<file path="config.mk">
export PLATFORM = sky130hd
export DESIGN_NAME = lcd_serial_seg_drv
export DESIGN_NICKNAME = d
export VERILOG_FILES = /design/src/rtl/lcd_seg_pkg.sv /design/src/rtl/lcd_sync_chain.sv /design/src/rtl/lcd_frame_rx.sv /design/src/rtl/lcd_bp_gen.sv /design/src/rtl/lcd_serial_seg_drv.sv
export SDC_FILE = /design/constraint.sdc
export NUM_CORES = 1
export LEC_CHECK = 0
export BUFFER_PORTS_ARGS = -buffer_cell sky130_fd_sc_hd__buf_2
export CAP_MARGIN = 20
export CORE_MARGIN = 2
export CORE_UTILIZATION = 45
export CTS_CLUSTER_DIAMETER = 60
export DETAILED_ROUTE_END_ITERATION = 10
export GPL_TIMING_DRIVEN = 0
export SKIP_LAST_GASP = 1
export SYNTH_ARGS = -nofsm -noshare
export SYNTH_HDL_FRONTEND = slang
export SYNTH_SLANG_ARGS = --single-unit
</file>
<file path="constraint.sdc">
create_clock -name clk_i -period 3.3 [get_ports clk_i]
set_input_delay 0.165 -clock clk_i [delete_from_list [all_inputs] [get_ports clk_i]]
set_output_delay 0.165 -clock clk_i [all_outputs]
set_load 0.03 [all_outputs]
</file>
<file path="src/rtl/lcd_seg_pkg.sv">
`timescale 1ns / 1ps
package lcd_seg_pkg;
  localparam int unsigned SEG_COUNT_DEF = 33;
  localparam int unsigned DIV_LOG2_DEF  = 4;
  localparam int unsigned SYNC_DEF      = 2;

  typedef enum logic {
    BP_INTERNAL = 1'b0,
    BP_EXTERNAL = 1'b1
  } bp_src_e;
endpackage

</file>
<file path="src/rtl/lcd_sync_chain.sv">
`timescale 1ns / 1ps
module lcd_sync_chain #(
  parameter int unsigned W      = 1,
  parameter int unsigned STAGES = 2
) (
  input  logic         clk,
  input  logic         rst_n,
  input  logic [W-1:0] d,
  output logic [W-1:0] q
);
  logic [W-1:0] stg_q [STAGES];

  for (genvar s = 0; s < STAGES; s++) begin : g_stage
    if (s == 0) begin : g_first
      always_ff @(posedge clk or negedge rst_n) begin
        if (!rst_n) stg_q[s] <= '0;
        else        stg_q[s] <= d;
      end
    end else begin : g_next
      always_ff @(posedge clk or negedge rst_n) begin
        if (!rst_n) stg_q[s] <= '0;
        else        stg_q[s] <= stg_q[s-1];
      end
    end
  end

  assign q = stg_q[STAGES-1];
endmodule

</file>
<file path="src/rtl/lcd_frame_rx.sv">
`timescale 1ns / 1ps
module lcd_frame_rx #(
  parameter int unsigned N_SEG = 33
) (
  input  logic             clk,
  input  logic             rst_n,
  input  logic             sclk_lvl,
  input  logic             din,
  output logic             load_o,
  output logic [N_SEG-1:0] seg_data_o
);
  // start bit + data bits + first trailing bit; the 36th sample is the load edge
  localparam int unsigned SR_W = N_SEG + 2;
  localparam int unsigned TOP  = SR_W - 1;

  logic            sclk_q;
  logic            bit_rise, bit_fall;
  logic [SR_W-1:0] sr_q, sr_d;
  logic            clr_q, clr_d;

  assign bit_rise = sclk_lvl & ~sclk_q;
  assign bit_fall = ~sclk_lvl & sclk_q;
  assign load_o   = bit_rise & sr_q[TOP];

  always_comb begin
    sr_d  = sr_q;
    clr_d = clr_q;
    if (bit_fall && clr_q) begin
      sr_d  = '0;
      clr_d = 1'b0;
    end else if (load_o) begin
      clr_d = 1'b1;
    end else if (bit_rise) begin
      sr_d = {sr_q[TOP-1:0], din};
    end
  end

  always_ff @(posedge clk or negedge rst_n) begin
    if (!rst_n) begin
      sclk_q <= 1'b0;
      sr_q   <= '0;
      clr_q  <= 1'b0;
    end else begin
      sclk_q <= sclk_lvl;
      sr_q   <= sr_d;
      clr_q  <= clr_d;
    end
  end

  // first data bit sits next to the start bit; reverse into segment order
  for (genvar k = 0; k < N_SEG; k++) begin : g_map
    assign seg_data_o[k] = sr_q[TOP-1-k];
  end

  a_r3_no_rise_during_clear: assert property (@(posedge clk) disable iff (!rst_n)
    clr_q |-> !bit_rise);
  a_r3_cleared_on_fall: assert property (@(posedge clk) disable iff (!rst_n)
    (clr_q && bit_fall) |=> (sr_q == '0 && !clr_q));
  a_r2_single_load: assert property (@(posedge clk) disable iff (!rst_n)
    load_o |=> !load_o);
endmodule

</file>
<file path="src/rtl/lcd_bp_gen.sv">
`timescale 1ns / 1ps
module lcd_bp_gen
  import lcd_seg_pkg::*;
#(
  parameter int unsigned DIV_LOG2 = 4
) (
  input  logic clk,
  input  logic rst_n,
  input  logic osc_lvl,
  input  logic sel_lvl,
  input  logic bp_ext,
  output logic bp_o
);
  logic                osc_q;
  logic                osc_rise;
  logic [DIV_LOG2-1:0] cnt_q, cnt_d;
  bp_src_e             src;

  assign src      = bp_src_e'(sel_lvl);
  assign osc_rise = osc_lvl & ~osc_q;

  always_comb begin
    cnt_d = cnt_q;
    if (src == BP_EXTERNAL)  cnt_d = '0;
    else if (osc_rise)       cnt_d = cnt_q + DIV_LOG2'(1);
  end

  always_ff @(posedge clk or negedge rst_n) begin
    if (!rst_n) begin
      osc_q <= 1'b0;
      cnt_q <= '0;
    end else begin
      osc_q <= osc_lvl;
      cnt_q <= cnt_d;
    end
  end

  assign bp_o = (src == BP_EXTERNAL) ? bp_ext : cnt_q[DIV_LOG2-1];

  a_r7_divider_parked: assert property (@(posedge clk) disable iff (!rst_n)
    (src == BP_EXTERNAL) |=> (cnt_q == '0));
  a_r6_count_needs_edge: assert property (@(posedge clk) disable iff (!rst_n)
    (src == BP_INTERNAL && !osc_rise) |=> $stable(cnt_q));
endmodule

</file>
<file path="src/rtl/lcd_serial_seg_drv.sv">
`timescale 1ns / 1ps
module lcd_serial_seg_drv
  import lcd_seg_pkg::*;
#(
  parameter int unsigned N_SEG       = SEG_COUNT_DEF,
  parameter int unsigned DIV_LOG2    = DIV_LOG2_DEF,
  parameter int unsigned SYNC_STAGES = SYNC_DEF
) (
  input  logic             clk_i,
  input  logic             rst_ni,
  input  logic             ser_clk_i,
  input  logic             ser_dat_i,
  input  logic             osc_i,
  input  logic             bp_ext_sel_i,
  input  logic             bp_ext_i,
  output logic [N_SEG-1:0] seg_o,
  output logic             bp_o
);
  localparam int unsigned N_IN = 5;

  logic [1:0]       rst_pipe_q;
  logic             rst_n_sync;
  logic [N_IN-1:0]  in_raw, in_lvl;
  logic             load;
  logic [N_SEG-1:0] seg_data;
  logic [N_SEG-1:0] lat_q, lat_d;
  logic             bp;

  always_ff @(posedge clk_i or negedge rst_ni) begin
    if (!rst_ni) rst_pipe_q <= 2'b00;
    else         rst_pipe_q <= {rst_pipe_q[0], 1'b1};
  end
  assign rst_n_sync = rst_pipe_q[1];

  assign in_raw = {bp_ext_i, bp_ext_sel_i, osc_i, ser_dat_i, ser_clk_i};

  lcd_sync_chain #(.W(N_IN), .STAGES(SYNC_STAGES)) u_sync (
    .clk  (clk_i),
    .rst_n(rst_n_sync),
    .d    (in_raw),
    .q    (in_lvl)
  );

  lcd_frame_rx #(.N_SEG(N_SEG)) u_rx (
    .clk       (clk_i),
    .rst_n     (rst_n_sync),
    .sclk_lvl  (in_lvl[0]),
    .din       (in_lvl[1]),
    .load_o    (load),
    .seg_data_o(seg_data)
  );

  lcd_bp_gen #(.DIV_LOG2(DIV_LOG2)) u_bp (
    .clk    (clk_i),
    .rst_n  (rst_n_sync),
    .osc_lvl(in_lvl[2]),
    .sel_lvl(in_lvl[3]),
    .bp_ext (in_lvl[4]),
    .bp_o   (bp)
  );

  always_comb begin
    lat_d = lat_q;
    if (load) lat_d = seg_data;
  end

  always_ff @(posedge clk_i or negedge rst_n_sync) begin
    if (!rst_n_sync) lat_q <= '0;
    else             lat_q <= lat_d;
  end

  assign seg_o = lat_q ^ {N_SEG{bp}};
  assign bp_o  = bp;

  a_r4_hold_without_load: assert property (@(posedge clk_i) disable iff (!rst_n_sync)
    !load |=> $stable(lat_q));
  a_r5_segments_follow_bp: assert property (@(posedge clk_i) disable iff (!rst_n_sync)
    (!$stable(bp_o) && $stable(lat_q)) |-> (seg_o == ~$past(seg_o)));
endmodule

</file>
# Word level (Yosys, flattened, before mapping)
# Cells that the tools add are included.
totals:
  register_bits: 87
  latchBits: 0
  ram_bits: 0
  romBits: 0
  inputBits: 7
  out_inout_bits: 34
  elab_cells: 32
  memories: 0
op_classes:
  add_sub_neg: 1
  multipliers: 0
  div: 0
  n_lt_le_gt_ge: 0
  eq_ne: 1
  shifts: 0
  muxes: 8
  bitwise: 8
  reduce_logical: 5
op_table:
  columns: ["operator", "n"]
  rows:
  - ["2-to-1 mux 35 bit", 3]
  - ["bitwise XOR 33 bit", 1]
  - ["2-to-1 mux 4 bit", 2]
  - ["nonzero test 2 bit", 3]
  - ["adder 4 x 1 -> 4 bit (second input constant)", 1]
  - ["bitwise AND 1 bit", 4]
  - ["2-to-1 mux 1 bit", 3]
  - ["NOT 1 bit", 3]
  - ["inequality test 2 x 1 -> 1 bit (second input constant)", 1]
  - ["AND reduction 2 bit", 1]
  - ["logical AND 1 bit", 1]

# Depth between registers and ports, before layout
logic_depth:
  word_depth: 5
  ltp_mapped: 4
  mapped_depth_nobuf: 4

# Modules after synthesis
# From an unflattened synthesis, not the netlist that was laid out.
unflattened:
  cells_unflattened: 340
  area_unflattened_um2: 4103.9
modules_own_cells:
  columns: ["module", "instances", "cells_each", "area_each_um2", "seq_area_each_um2"]
  rows:
  - ["lcd_frame_rx", 1, 196, 1820.5, 925.9]
  - ["lcd_serial_seg_drv", 1, 110, 1765.4, 875.8]
  - ["lcd_sync_chain", 1, 15, 287.8, 250.2]
  - ["lcd_bp_gen", 1, 19, 230.2, 125.1]

# Least setup slack after synthesis
# No wires, ideal clock.
synth_timing:
  kind: "register to output"
  start: "register u_sync.stg_q, in the netlist u_sync.q[3]"
  end: "output seg_o[10]"
  arrival_ns: 1.451
  t_required_ns: 3.135
  path_slack_ns: 1.684
  path_stages_with_launch: 5
  n_path_buf: 1
  path_cell_list: "dfrtp_1 nor2b_1 a21oi_4 buf_6 xnor2_1"
synth_via:
  elab_chain_cells: 2
synth_lines:
  columns: ["item", "line", "text"]
  rows:
  - ["from (decl)", "lcd_sync_chain.sv:11", "logic [W-1:0] stg_q [STAGES];"]
  - ["from (signal, indexed assignment)", "lcd_sync_chain.sv:22", "else stg_q[s] <= stg_q[s-1];"]
  - ["2-to-1 mux 1 bit", "lcd_bp_gen.sv:38", "assign bp_o = (src == BP_EXTERNAL) ? bp_ext : cnt_q[DIV_LOG2-1];"]
  - ["bitwise XOR 33 bit", "lcd_serial_seg_drv.sv:72", "assign seg_o = lat_q ^ {N_SEG{bp}};"]
  - ["to (decl)", "lcd_serial_seg_drv.sv:16", "output logic [N_SEG-1:0] seg_o,"]
# Every way passes these cells.

# Worst setup path in the final report
layout_timing:
  start: "register u_sync.stg_q, in the netlist u_sync.q[3]"
  end: "output seg_o[9]"
# Same word-level chain as after synthesis.

==> results.toml <==
[outcome]
status = "finished, final reports clean"

[timing]
hold_viol = 0
fmax_ghz = 0.490
skew_ns = 0.00613
post-route-period-util = 0.619
setup_viol = 0
finalMaxSlewViolations = 0
final.setup.tns_ns = 0
period_minus_slack_ns = 2.04
rsz0062_at_grt = "false"
setup_ws_ns = 1.26

[power_and_ir_drop]
powerDensity_mw_per_mm2 = 542
ir_worst_vdd_mv = 0.309
leakagePower_uw = 0.00203

[routing]
viasPerCell = 4.99
wl_met2_um = 2520
first_pass_iters = 4
dr.max_layer_used = "met4"
wl_met1_um = 2690
drtIter0Drc = 66
routedWlPerCell_um = 14.3
ant_nets = 0
num_vias = 1925
wl_met3_um = 222
post-route-drc-count = 0
drt_wl_total_um = 5510

[layout]
final_common_cell = "dfrtp_1"
final_cell_mix = "dfrtp_1, buf_2, xnor2_1, mux2_2, a22o_1"
drive_above_1_share = 0.369
final_cells = 386
final_nets = 292
diodes = 0
syn2layout_area_growth_pct = 18.9

[synth]
syn_area_mm2 = 0.00343
syn_inst = 226
syn_avg_cell_area_um2 = 15.2
ys_seq_elements = 87
yosys_warnings = 0
syn_nets = 234
synth_top_cell_by_area = "dfrtp_1"
ys_seq_area_frac = 0.636
synth_cell_types = 23
synthTopCellsByArea = "dfrtp_1, mux2_2, a22o_1, xnor2_1, buf_4"
synth_top_area_frac = 0.636

[critical_path]
required_ns = 3.13
cp-start-kind = "register"
worstPathArrival_ns = 1.88
cp_max_fo = 10
critPathKind = "register to output pin"
critPathCaptureType = "output pin"

[placed_design]
dp_slack_ns = 1.61
port_buffers = 40
hpwl_um = 3570
place.gp.congestion = 0.718
dp_cells = 366

[clocking]
cts_inserted_buffers = 9
clock_latency_ns = 0.34
clk_pin_slew_ns = 0.08
htree_levels = 3
cts_tree = "built"
cts_buffer_depth = 2
cts_sinks = 87
postCtsSetupBuffers = 0
root_buffer = "clkbuf_8"

[grt]
grt_pass1_vias = 2024
grt_pass1_wl_um = 9780
antenna_found_initial = 0
grt_use_total = 0.152
grt_max_degree = 64
grt_overflow = 0

[floorplanning]
start_util = 0.467
core_mm2 = 0.00733
io_pins = 41
die_area_mm2 = 0.00833
die_x_um = 91.3
dieHeight_um = 91.3
row_count = 31

[flow_run]
maxCapViolCount = 0

[hold_path]
min_path_type = "primary input to asynchronous set/reset pin"
## layer usage
metal / global-route usage / up-vias
met2: 0.233 / 40
met1: 0.203 / 969
li1: - / 909
met4: 0.0644 / 0
met3: 0.0423 / 7
met5: 0 / -
## synthesized netlist by cell type
library cell	n
dfrtp_1	87
nor2b_1	2
mux2_2	34
nor3b_4	1
buf_4	6
buf_2	3
nand2_1	1
xor2_1	1
xnor2_1	34
a21oi_1	3
nand3b_1	1
o2bb2ai_1	1
nand3_2	1
inv_1	3
ha_1	1
nor2_1	5
buf_6	3
a31oi_2	1
a22o_1	34
conb_1	1
nand4_1	1
a21oi_4	1
mux2i_1	1
## final timing paths
| check | end | startpoint | cells past startpoint | slack (ns) |
|---|---|---|---|---|
| min in group clk_i | u_sync.q[2] | u_sync.stg_q[7] | 0 | 0.35 |
| hold / removal | rst_pipe_q[1] | rst_ni | 2 | 0.12 |
| setup / recovery | seg_o[9] | u_sync.q[3] | 5 | 1.26 |
| max in group asynchronous | lat_q[28] | rst_pipe_q[1] | 1 | 2.46 |
| setup reg to reg | u_rx.sr_q[17] | u_rx.sr_q[34] | 4 | 1.80 |
| hold reg to reg | lat_q[24] | rst_pipe_q[1] | 0 | 0.23 |
## final cells by class
| class | instances | area, µm² |
|---|---|---|
| inverter | 3 | 11.3 |
| multi-input combinational | 124 | 1140 |
| fill | 632 | 3260 |
| sequential | 87 | 2180 |
| tap | 99 | 124 |
| clock inverter | 4 | 95.1 |
| buffer | 12 | 93.8 |
| timing repair buffer | 47 | 288 |
| clock buffer | 10 | 138 |
## state kept, by name, summed over array words and instances, names as in the netlist
| signal | count |
|---|---|
| u_rx.sr_q | 35 |
| lat_q | 33 |
| u_sync.q | 5 |
| u_sync.stg_q | 5 |
| u_bp.cnt_q | 4 |
| rst_pipe_q | 2 |
| u_bp.osc_q | 1 |
| u_rx.clr_q | 1 |
| u_rx.sclk_q | 1 |
## timing repair
action                                  in CTS  in global routing
resized for setup                            0                  0
endpoints found under the setup margin       0                  0
hold buffers                                 6                  0
hold endpoints to repair                     7                  0
## stage by stage
stage | instance area [µm²] | util | power, µW | hold slack, ns
after global placement | 3750 | 0.512 | 1360 | -0.0497
after detailed placement | 3780 | 0.516 | 1370 | -0.0489
final | 4070 | 0.556 | 2210 | 0.122
after floorplan | 3430 | - | 1310 | -0.131
after CTS | 4070 | 0.556 | 2240 | 0.0972
after global routing | 4070 | 0.556 | 2310 | 0.115
## cells by family (layout without fill, tap and decap cells)
group,Yosys count,count (layout),share of synthesized area
AOI/OAI and AO/OA,40,40,0.102
xor gates and xnor gates,35,35,0.0895
adders and majority gates,1,1,0.00365
buffers and inverters,15,76,0.0307
DFF,87,87,0.636
muxes,35,35,0.115
other,1,1,0.00109
and+or+nand+nor,12,12,0.0226
## where the power goes
group	switching, µW	leakage [µW]	total [µW]	internal, µW
sequential	45.6	0.00117	1160	1110
combinational	109	0.000738	188	79.3
clock	345	0.000118	859	514
## worst max-delay path: stages (launching register included)
cell and delay, ns:
dfrtp_1 0.49, nor2b_1 0.13, a21oi_4 0.33, buf_6 0.23, xnor2_1 0.14, buf_2 0.22
(Power assumes the default switching activity.)
